File: config.mk
export PLATFORM = sky130hd
export DESIGN_NAME = pipe_drain_port
export DESIGN_NICKNAME = d
export VERILOG_FILES = /design/src/rtl/pdp_pkg.sv /design/src/rtl/pdp_fifo.sv /design/src/rtl/pdp_spi_tx.sv /design/src/rtl/pipe_drain_port.sv
export SDC_FILE = /design/constraint.sdc
export NUM_CORES = 1
export LEC_CHECK = 0
export BUFFER_PORTS_ARGS = -buffer_cell sky130_fd_sc_hd__buf_2
export CAP_MARGIN = 20
export CORE_MARGIN = 2
export CORE_UTILIZATION = 34
export DETAILED_ROUTE_END_ITERATION = 12
export PLACE_DENSITY = 0.52
export SLEW_MARGIN = 20
export SYNTH_ARGS = -nofsm -noshare
export SYNTH_HDL_FRONTEND = slang
export SYNTH_HIERARCHICAL = 1
export SYNTH_SLANG_ARGS = --single-unit
export TNS_END_PERCENT = 50
File: constraint.sdc
create_clock -name clk -period 6.8 [get_ports clk]
set_input_delay 1.36 -clock clk [delete_from_list [all_inputs] [get_ports clk]]
set_output_delay 1.36 -clock clk [all_outputs]
set_load 0.03 [all_outputs]
File: src/rtl/pdp_pkg.sv
package pdp_pkg;
  localparam int unsigned BYTE_W    = 8;
  localparam int unsigned ADDR_W    = 7;
  localparam logic [6:0]  ADDR_STAT = 7'h2D;
  localparam logic [6:0]  ADDR_DATA = 7'h2E;

  // status layout: fill count high nibble, loss marker bit 1, valid bit 0
  function automatic logic [7:0] status_byte(input logic valid, input logic lost,
                                             input logic [3:0] fill);
    return {fill, 2'b00, lost, valid};
  endfunction
endpackage

File: src/rtl/pdp_fifo.sv
module pdp_fifo #(
  parameter int unsigned DEPTH = 8,
  parameter int unsigned W     = 8,
  localparam int unsigned PW   = $clog2(DEPTH),
  localparam int unsigned CW   = $clog2(DEPTH + 1)
) (
  input  logic          clk,
  input  logic          rst_n,
  input  logic          push_i,
  input  logic [W-1:0]  data_i,
  input  logic          pop_i,
  output logic [W-1:0]  head_data_o,
  output logic          head_lost_o,
  output logic [CW-1:0] level_o,
  output logic          empty_o,
  output logic          overwrite_o
);
  logic [W-1:0]     data_q [DEPTH];
  logic [DEPTH-1:0] lost_q;
  logic [PW-1:0]    rd_q, wr_q;
  logic [CW-1:0]    level_q;
  logic             full, do_pop;

  function automatic logic [PW-1:0] bump(input logic [PW-1:0] p);
    return (p == PW'(DEPTH - 1)) ? '0 : p + PW'(1);
  endfunction

  assign full        = (level_q == CW'(DEPTH));
  assign empty_o     = (level_q == '0);
  assign do_pop      = pop_i & ~empty_o;
  assign overwrite_o = push_i & full & ~do_pop;
  assign head_data_o = data_q[rd_q];
  assign head_lost_o = lost_q[rd_q];
  assign level_o     = level_q;

  always_ff @(posedge clk) begin
    if (push_i) data_q[wr_q] <= data_i;
  end

  always_ff @(posedge clk or negedge rst_n) begin
    if (!rst_n) begin
      lost_q  <= '0;
      rd_q    <= '0;
      wr_q    <= '0;
      level_q <= '0;
    end else begin
      if (push_i) begin
        lost_q[wr_q] <= 1'b0;
        wr_q         <= bump(wr_q);
      end
      if (overwrite_o) lost_q[bump(rd_q)] <= 1'b1;
      if (do_pop || overwrite_o) rd_q <= bump(rd_q);
      if (push_i && !do_pop && !full) level_q <= level_q + CW'(1);
      else if (do_pop && !push_i)     level_q <= level_q - CW'(1);
    end
  end

  p_level_bound_r2: assert property (@(posedge clk) disable iff (!rst_n)
    level_q <= CW'(DEPTH));
  p_overwrite_stays_full_r3: assert property (@(posedge clk) disable iff (!rst_n)
    overwrite_o |=> (level_q == CW'(DEPTH)));
  p_overwrite_marks_head_r3: assert property (@(posedge clk) disable iff (!rst_n)
    overwrite_o |=> head_lost_o);
  p_empty_pop_r6: assert property (@(posedge clk) disable iff (!rst_n)
    (pop_i && empty_o && !push_i) |=> empty_o);
endmodule

File: src/rtl/pdp_spi_tx.sv
module pdp_spi_tx #(
  parameter int unsigned FW = 16
) (
  input  logic          clk,
  input  logic          rst_n,
  input  logic          sck_i,
  input  logic          ssn_i,
  input  logic [FW-1:0] frame_i,
  output logic          start_o,
  output logic          miso_o
);
  // [0],[1] synchroniser stages, [2] previous value for edge detection
  logic [2:0]    sck_q, ssn_q;
  logic [FW-1:0] shreg_q;
  logic          tx_q, sck_rise, active;

  always_ff @(posedge clk or negedge rst_n) begin
    if (!rst_n) begin
      sck_q <= '0;
      ssn_q <= '1;
    end else begin
      sck_q <= {sck_q[1:0], sck_i};
      ssn_q <= {ssn_q[1:0], ssn_i};
    end
  end

  assign sck_rise = sck_q[1] & ~sck_q[2];
  assign start_o  = ~ssn_q[1] & ssn_q[2];
  assign active   = ~ssn_q[1];

  always_ff @(posedge clk or negedge rst_n) begin
    if (!rst_n) begin
      shreg_q <= '0;
      tx_q    <= 1'b0;
    end else if (start_o) begin
      shreg_q <= frame_i;
      tx_q    <= 1'b0;
    end else if (active && sck_rise) begin
      tx_q    <= shreg_q[FW-1];
      shreg_q <= {shreg_q[FW-2:0], 1'b0};
    end
  end

  assign miso_o = ~ssn_i & tx_q;
endmodule

File: src/rtl/pipe_drain_port.sv
module pipe_drain_port #(
  parameter int unsigned DEPTH = 8
) (
  input  logic       clk,
  input  logic       rst_n,
  input  logic       in_valid,
  input  logic [7:0] in_byte,
  input  logic       use_spi,
  input  logic [6:0] reg_addr,
  input  logic [7:0] reg_wdata,
  input  logic       reg_rd,
  input  logic       reg_wr,
  output logic [7:0] reg_rdata,
  input  logic       spi_ssn,
  input  logic       spi_sck,
  output logic       spi_miso
);
  import pdp_pkg::*;
  localparam int unsigned CW = $clog2(DEPTH + 1);
  localparam int unsigned FW = 2 * BYTE_W;

  logic [7:0]    head_data, head_status, head_data_vis;
  logic          head_lost, empty, overwrite;
  logic [CW-1:0] level;
  logic          spi_start, reg_pop, spi_pop, fifo_pop;
  logic [FW-1:0] frame;
  logic [7:0]    rdata_q;
  logic          unused_wr;

  assign unused_wr = ^{reg_wdata, reg_wr};

  pdp_fifo #(.DEPTH(DEPTH), .W(BYTE_W)) u_fifo (
    .clk(clk), .rst_n(rst_n), .push_i(in_valid), .data_i(in_byte),
    .pop_i(fifo_pop), .head_data_o(head_data), .head_lost_o(head_lost),
    .level_o(level), .empty_o(empty), .overwrite_o(overwrite)
  );

  assign head_status   = status_byte(~empty, head_lost & ~empty, 4'(level));
  assign head_data_vis = empty ? 8'h00 : head_data;
  assign frame         = use_spi ? {head_status, head_data_vis} : '0;

  pdp_spi_tx #(.FW(FW)) u_spi (
    .clk(clk), .rst_n(rst_n), .sck_i(spi_sck), .ssn_i(spi_ssn),
    .frame_i(frame), .start_o(spi_start), .miso_o(spi_miso)
  );

  assign spi_pop  = spi_start & use_spi;
  assign reg_pop  = reg_rd & ~use_spi & (reg_addr == ADDR_DATA);
  assign fifo_pop = spi_pop | reg_pop;

  always_ff @(posedge clk or negedge rst_n) begin
    if (!rst_n) rdata_q <= '0;
    else if (reg_rd) begin
      if (use_spi)                    rdata_q <= 8'h00;
      else if (reg_addr == ADDR_STAT) rdata_q <= head_status;
      else if (reg_addr == ADDR_DATA) rdata_q <= head_data_vis;
      else                            rdata_q <= 8'h00;
    end
  end
  assign reg_rdata = rdata_q;

  p_spi_off_path_r8: assert property (@(posedge clk) disable iff (!rst_n)
    (spi_start && !use_spi && !in_valid) |=> $stable(level));
  p_reg_off_path_r8: assert property (@(posedge clk) disable iff (!rst_n)
    (reg_rd && use_spi) |=> (reg_rdata == 8'h00));
  p_stat_no_pop_r5: assert property (@(posedge clk) disable iff (!rst_n)
    (reg_rd && !use_spi && reg_addr == ADDR_STAT && !in_valid) |=> $stable(level));
endmodule

==> tab_implementation.tex <==
\begin{tabular}{lr}
\hline
Metric & Value \\
\hline
\multicolumn{2}{l}{\textbf{Run status}} \\
Outcome & completed \\
\multicolumn{2}{l}{\textbf{Clocking}} \\
Clock slew seen by the registers of the worst setup and hold paths & 0.06 ns \\
CTS tree & built \\
Number of CTS-inserted buffers & 17 \\
Setup bufs post-CTS & 0 \\
Clock latency at the later pin of the worst-skew pair & 0.41 ns \\
Total number of H-tree levels & 4 \\
\# hold bufs at CTS & 0 \\
Clock Sink Count & 113 \\
Root buffer selected by CTS & sky130\_fd\_sc\_hd\_\_clkbuf\_16 \\
Clock Path Buffers & 2 \\
\# resized after CTS & 0 \\
\multicolumn{2}{l}{\textbf{Layout}} \\
Post-synthesis to final-layout area growth & 18.4\% \\
Most common library cell in the layout ignoring fill and taps & sky130\_fd\_sc\_hd\_\_edfxtp\_1 \\
Nets & 426 \\
Share of post-route cells with drive strength above 1 & 24.2\% \\
Commonest cells after routing, fill and taps aside & sky130\_fd\_sc\_hd\_\_edfxtp\_1 (64), sky130\_fd\_sc\_hd\_\_dfrtp\_1 (46), sky130\_fd\_sc\_hd\_\_buf\_2 (30) \\
Final standard cell utilization of the core & 41.3\% \\
Antenna cells & 0 \\
\multicolumn{2}{l}{\textbf{Drt}} \\
DR WL met3 & 351 µm \\
Residual antenna-violating net count after detailed routing & 0 \\
Vias per cell & 5.11 \\
Highest routed layer & met4 \\
First DRT Iteration DRCs & 200 \\
Routed metal-1 wirelength & 4.82 mm \\
Routed Wire Length & 10.2 mm \\
Initial DRT Pass Iterations & 4 \\
Routed length per instance & 17.5 µm \\
Number of design rule violations left after detail routing & 0 \\
Routed length on met2 & 4.92 mm \\
Routed vias & 2,989 \\
\multicolumn{2}{l}{\textbf{Logic synthesis}} \\
Cell count after synthesis & 347 \\
Proportion of synthesized flip-flops having asynchronous set or reset & 43.4\% \\
Biggest area consumer among synthesized cells & sky130\_fd\_sc\_hd\_\_edfxtp\_1 \\
Portion of synthesized cell area occupied by the leading cell type & 38.0\% \\
Share of the yosys chip area belonging to registers & 62.2\% \\
Synthesized area & 0.00506 mm² \\
Synth cell types & 54 \\
Top flip-flop cell by instance count after synthesis & sky130\_fd\_sc\_hd\_\_edfxtp\_1 \\
Yosys Warn Count & 6 \\
Number of enable-type register cells in the synthesized netlist & 64 \\
Number of register bits inferred by synthesis & 113 \\
Main area contributors after synthesis & sky130\_fd\_sc\_hd\_\_edfxtp\_1 (38\%), sky130\_fd\_sc\_hd\_\_dfrtp\_1 (23\%), sky130\_fd\_sc\_hd\_\_mux4\_1 (7.3\%), sky130\_fd\_sc\_hd\_\_mux2\_2 (3.1\%), sky130\_fd\_sc\_hd\_\_o21ai\_0 (2.9\%) \\
Post-Syn Area per Cell & 14.6 µm² \\
\multicolumn{2}{l}{\textbf{Floorplanning}} \\
Std-Cell Core Area & 0.0145 mm² \\
Initial core utilization & 34.8\% \\
DIE WIDTH & 126 µm \\
Placement Rows & 44 \\
Count of pins on the block boundary & 40 \\
Die span in y & 126 µm \\
DIE AREA & 0.0159 mm² \\
\multicolumn{2}{l}{\textbf{STA}} \\
Setup repair after global routing missed its margin & no \\
Setup TNS Final & 0 ns \\
Final hold viol count & 0 \\
Highest attainable clock frequency & 298 MHz \\
Post-route clock skew & 0.00794 ns \\
Final critical path time including I/O delays and setup & 3.36 ns \\
Count of final max-slew check failures & 0 \\
Max transition margin & 32.6\% \\
Number of endpoints failing setup at the final stage & 0 \\
Final clock period utilization by the worst path & 49.4\% \\
Measured slew at the worst slew-check pin & 1.01 ns \\
\multicolumn{2}{l}{\textbf{Setup path}} \\
Cells along the critical path & buf\_2 > nand2b\_1 > o41ai\_1 > buf\_4 > nand2\_1 > nand3\_1 > ha\_1 > a21oi\_1 > and2\_1 > a221oi\_1 > or3\_1 \\
Worst endpoint data arrival time & 3.65 ns \\
Biggest cell delay along the critical path & 0.37 ns \\
Slowest cell on the critical path & sky130\_fd\_sc\_hd\_\_o41ai\_1 \\
CP Launch Type & input port \\
Critical path fanouts, max & 13 \\
Startpoint-to-endpoint class of the critical path & input port to flip-flop \\
Endpoint kind of the worst setup timing path & flip-flop \\
Required arrival time at the worst endpoint & 7.09 ns \\
\multicolumn{2}{l}{\textbf{Placement}} \\
Final HPWL DP & 6.56 mm \\
Global placer's final weighted congestion & 0.781 \\
Number of buffer cells added on primary ports & 30 \\
\multicolumn{2}{l}{\textbf{Global routing}} \\
Vias in the first global route & 3,040 \\
Global-route wire length before repair & 16.6 mm \\
GRT overflow & 0 \\
Pin count of the biggest net entering global routing & 50 \\
Global routing usage summed across all routing layers & 13.7\% \\
Antenna violations before repair & 0 \\
\multicolumn{2}{l}{\textbf{Min path}} \\
Hold WC Path Type & flip-flop to flip-flop \\
\multicolumn{2}{l}{\textbf{Pwr}} \\
PD cells & 410 mW/mm² \\
Static Leak & 0.00237 µW \\
Peak supply drop & 0.191 mV \\
\multicolumn{2}{l}{\textbf{Job}} \\
Number of violations of the max-capacitance limit & 0 \\
\hline
\end{tabular}
critical path, delay by kind of cell:
family	cells	cell delay, ns
AND/OR/NAND/NOR	5	0.94
AO/OA/AOI/OAI	3	0.67
adder cells (fa/ha/maj)	1	0.30
buffers and inverters	2	0.36
layer usage:
layer  up-vias  track usage (%)
met5         -                0
met4         0             3.88
met3        12             4.12
met2        47             21.4
met1      1513             18.7
li1       1417                -
sequential cells by signal, summed over array words and instances (netlist names):
signal	cells
u_fifo/level_o	4
u_spi/tx_q	1
u_spi/ssn_q	3
u_fifo/lost_q	8
reg_rdata	8
u_fifo/data_q	64
u_spi/sck_q	3
u_spi/shreg_q	16
u_fifo/wr_q	3
u_fifo/rd_q	3
power breakdown:
group	internal, µW	total [µW]	switching, µW	leakage (µW)
Combinational	294	610	316	0.000875
Clock	543	871	328	0.000288
Sequential	858	975	117	0.00121
Yosys cell counts (3+ instances only):
master	n
sky130_fd_sc_hd__edfxtp_1	64
sky130_fd_sc_hd__dfrtp_1	46
sky130_fd_sc_hd__o21ai_0	29
sky130_fd_sc_hd__inv_1	23
sky130_fd_sc_hd__nand2_1	17
sky130_fd_sc_hd__a22oi_1	15
sky130_fd_sc_hd__and2_1	14
sky130_fd_sc_hd__mux2_2	14
sky130_fd_sc_hd__mux4_1	14
sky130_fd_sc_hd__nor2_1	9
sky130_fd_sc_hd__nor2b_1	9
sky130_fd_sc_hd__nand2b_1	8
sky130_fd_sc_hd__a21oi_1	7
sky130_fd_sc_hd__buf_2	7
sky130_fd_sc_hd__ha_1	6
sky130_fd_sc_hd__a221o_1	4
sky130_fd_sc_hd__mux4_2	4
sky130_fd_sc_hd__and2b_1	3
sky130_fd_sc_hd__clkbuf_1	3
sky130_fd_sc_hd__dfstp_2	3
sky130_fd_sc_hd__nand3_1	3
sky130_fd_sc_hd__o22ai_1	3
sky130_fd_sc_hd__o31ai_1	3
path summary, 6_finish.rpt:
| kind | start | to | slack, ns | cells after the start |
|---|---|---|---|---|
| max | reg_addr[0] | u_fifo/level_o[3]$_DFFE_PN0P_ | 3.44 | 11 |
| min | u_spi/sck_q[0]$_DFF_PN0_ | u_spi/sck_q[1]$_DFF_PN0_ | 0.35 | 0 |
| max reg2reg | u_spi/ssn_q[1]$_DFF_PN1_ | u_fifo/level_o[3]$_DFFE_PN0P_ | 4.02 | 12 |
| min reg2reg | u_spi/sck_q[0]$_DFF_PN0_ | u_spi/sck_q[1]$_DFF_PN0_ | 0.35 | 0 |
| max in group asynchronous | rst_n | u_spi/shreg_q[13]$_DFFE_PN0P_ | 5.30 | 2 |
| min in group asynchronous | rst_n | u_fifo/level_o[3]$_DFFE_PN0P_ | 1.04 | 2 |
cell families after synthesis:
| kind of cell | synth area share (%) |
|---|---|
| xor+xnor | 0.173 |
| flops | 62.2 |
| compound gates | 10.1 |
| buf+inv | 3.29 |
| simple gates | 9.66 |
| other cells | 0.0741 |
| fa+ha+maj | 1.88 |
| mux | 12.6 |
area by class of cell:
type | instances | area [µm²]
tap | 184 | 230
timing repair buffer | 35 | 188
clock inverter | 15 | 156
clock buffer | 17 | 425
sequential | 113 | 3150
fill | 1362 | 8540
inverter | 23 | 86.3
multi-input combinational | 198 | 1760
per-stage QoR:
| stage | hold slack, ns | power (µW) | area, µm² | worst slack (ns) | instances |
|---|---|---|---|---|---|
| after floorplan | 0.331 | 1420 | 5070 | 3.20 | 348 |
| after global placement | 0.334 | 1590 | 5420 | 3.09 | 553 |
| after detailed placement | 0.336 | 1600 | 5420 | 3.04 | 553 |
| after CTS | 0.349 | 2480 | 6000 | 3.48 | 585 |
| after global routing | 0.361 | 2600 | 6000 | 3.27 | 585 |
| final | 0.346 | 2460 | 6000 | 3.44 | 585 |
Note: power is estimated with default switching activity, not from simulation.
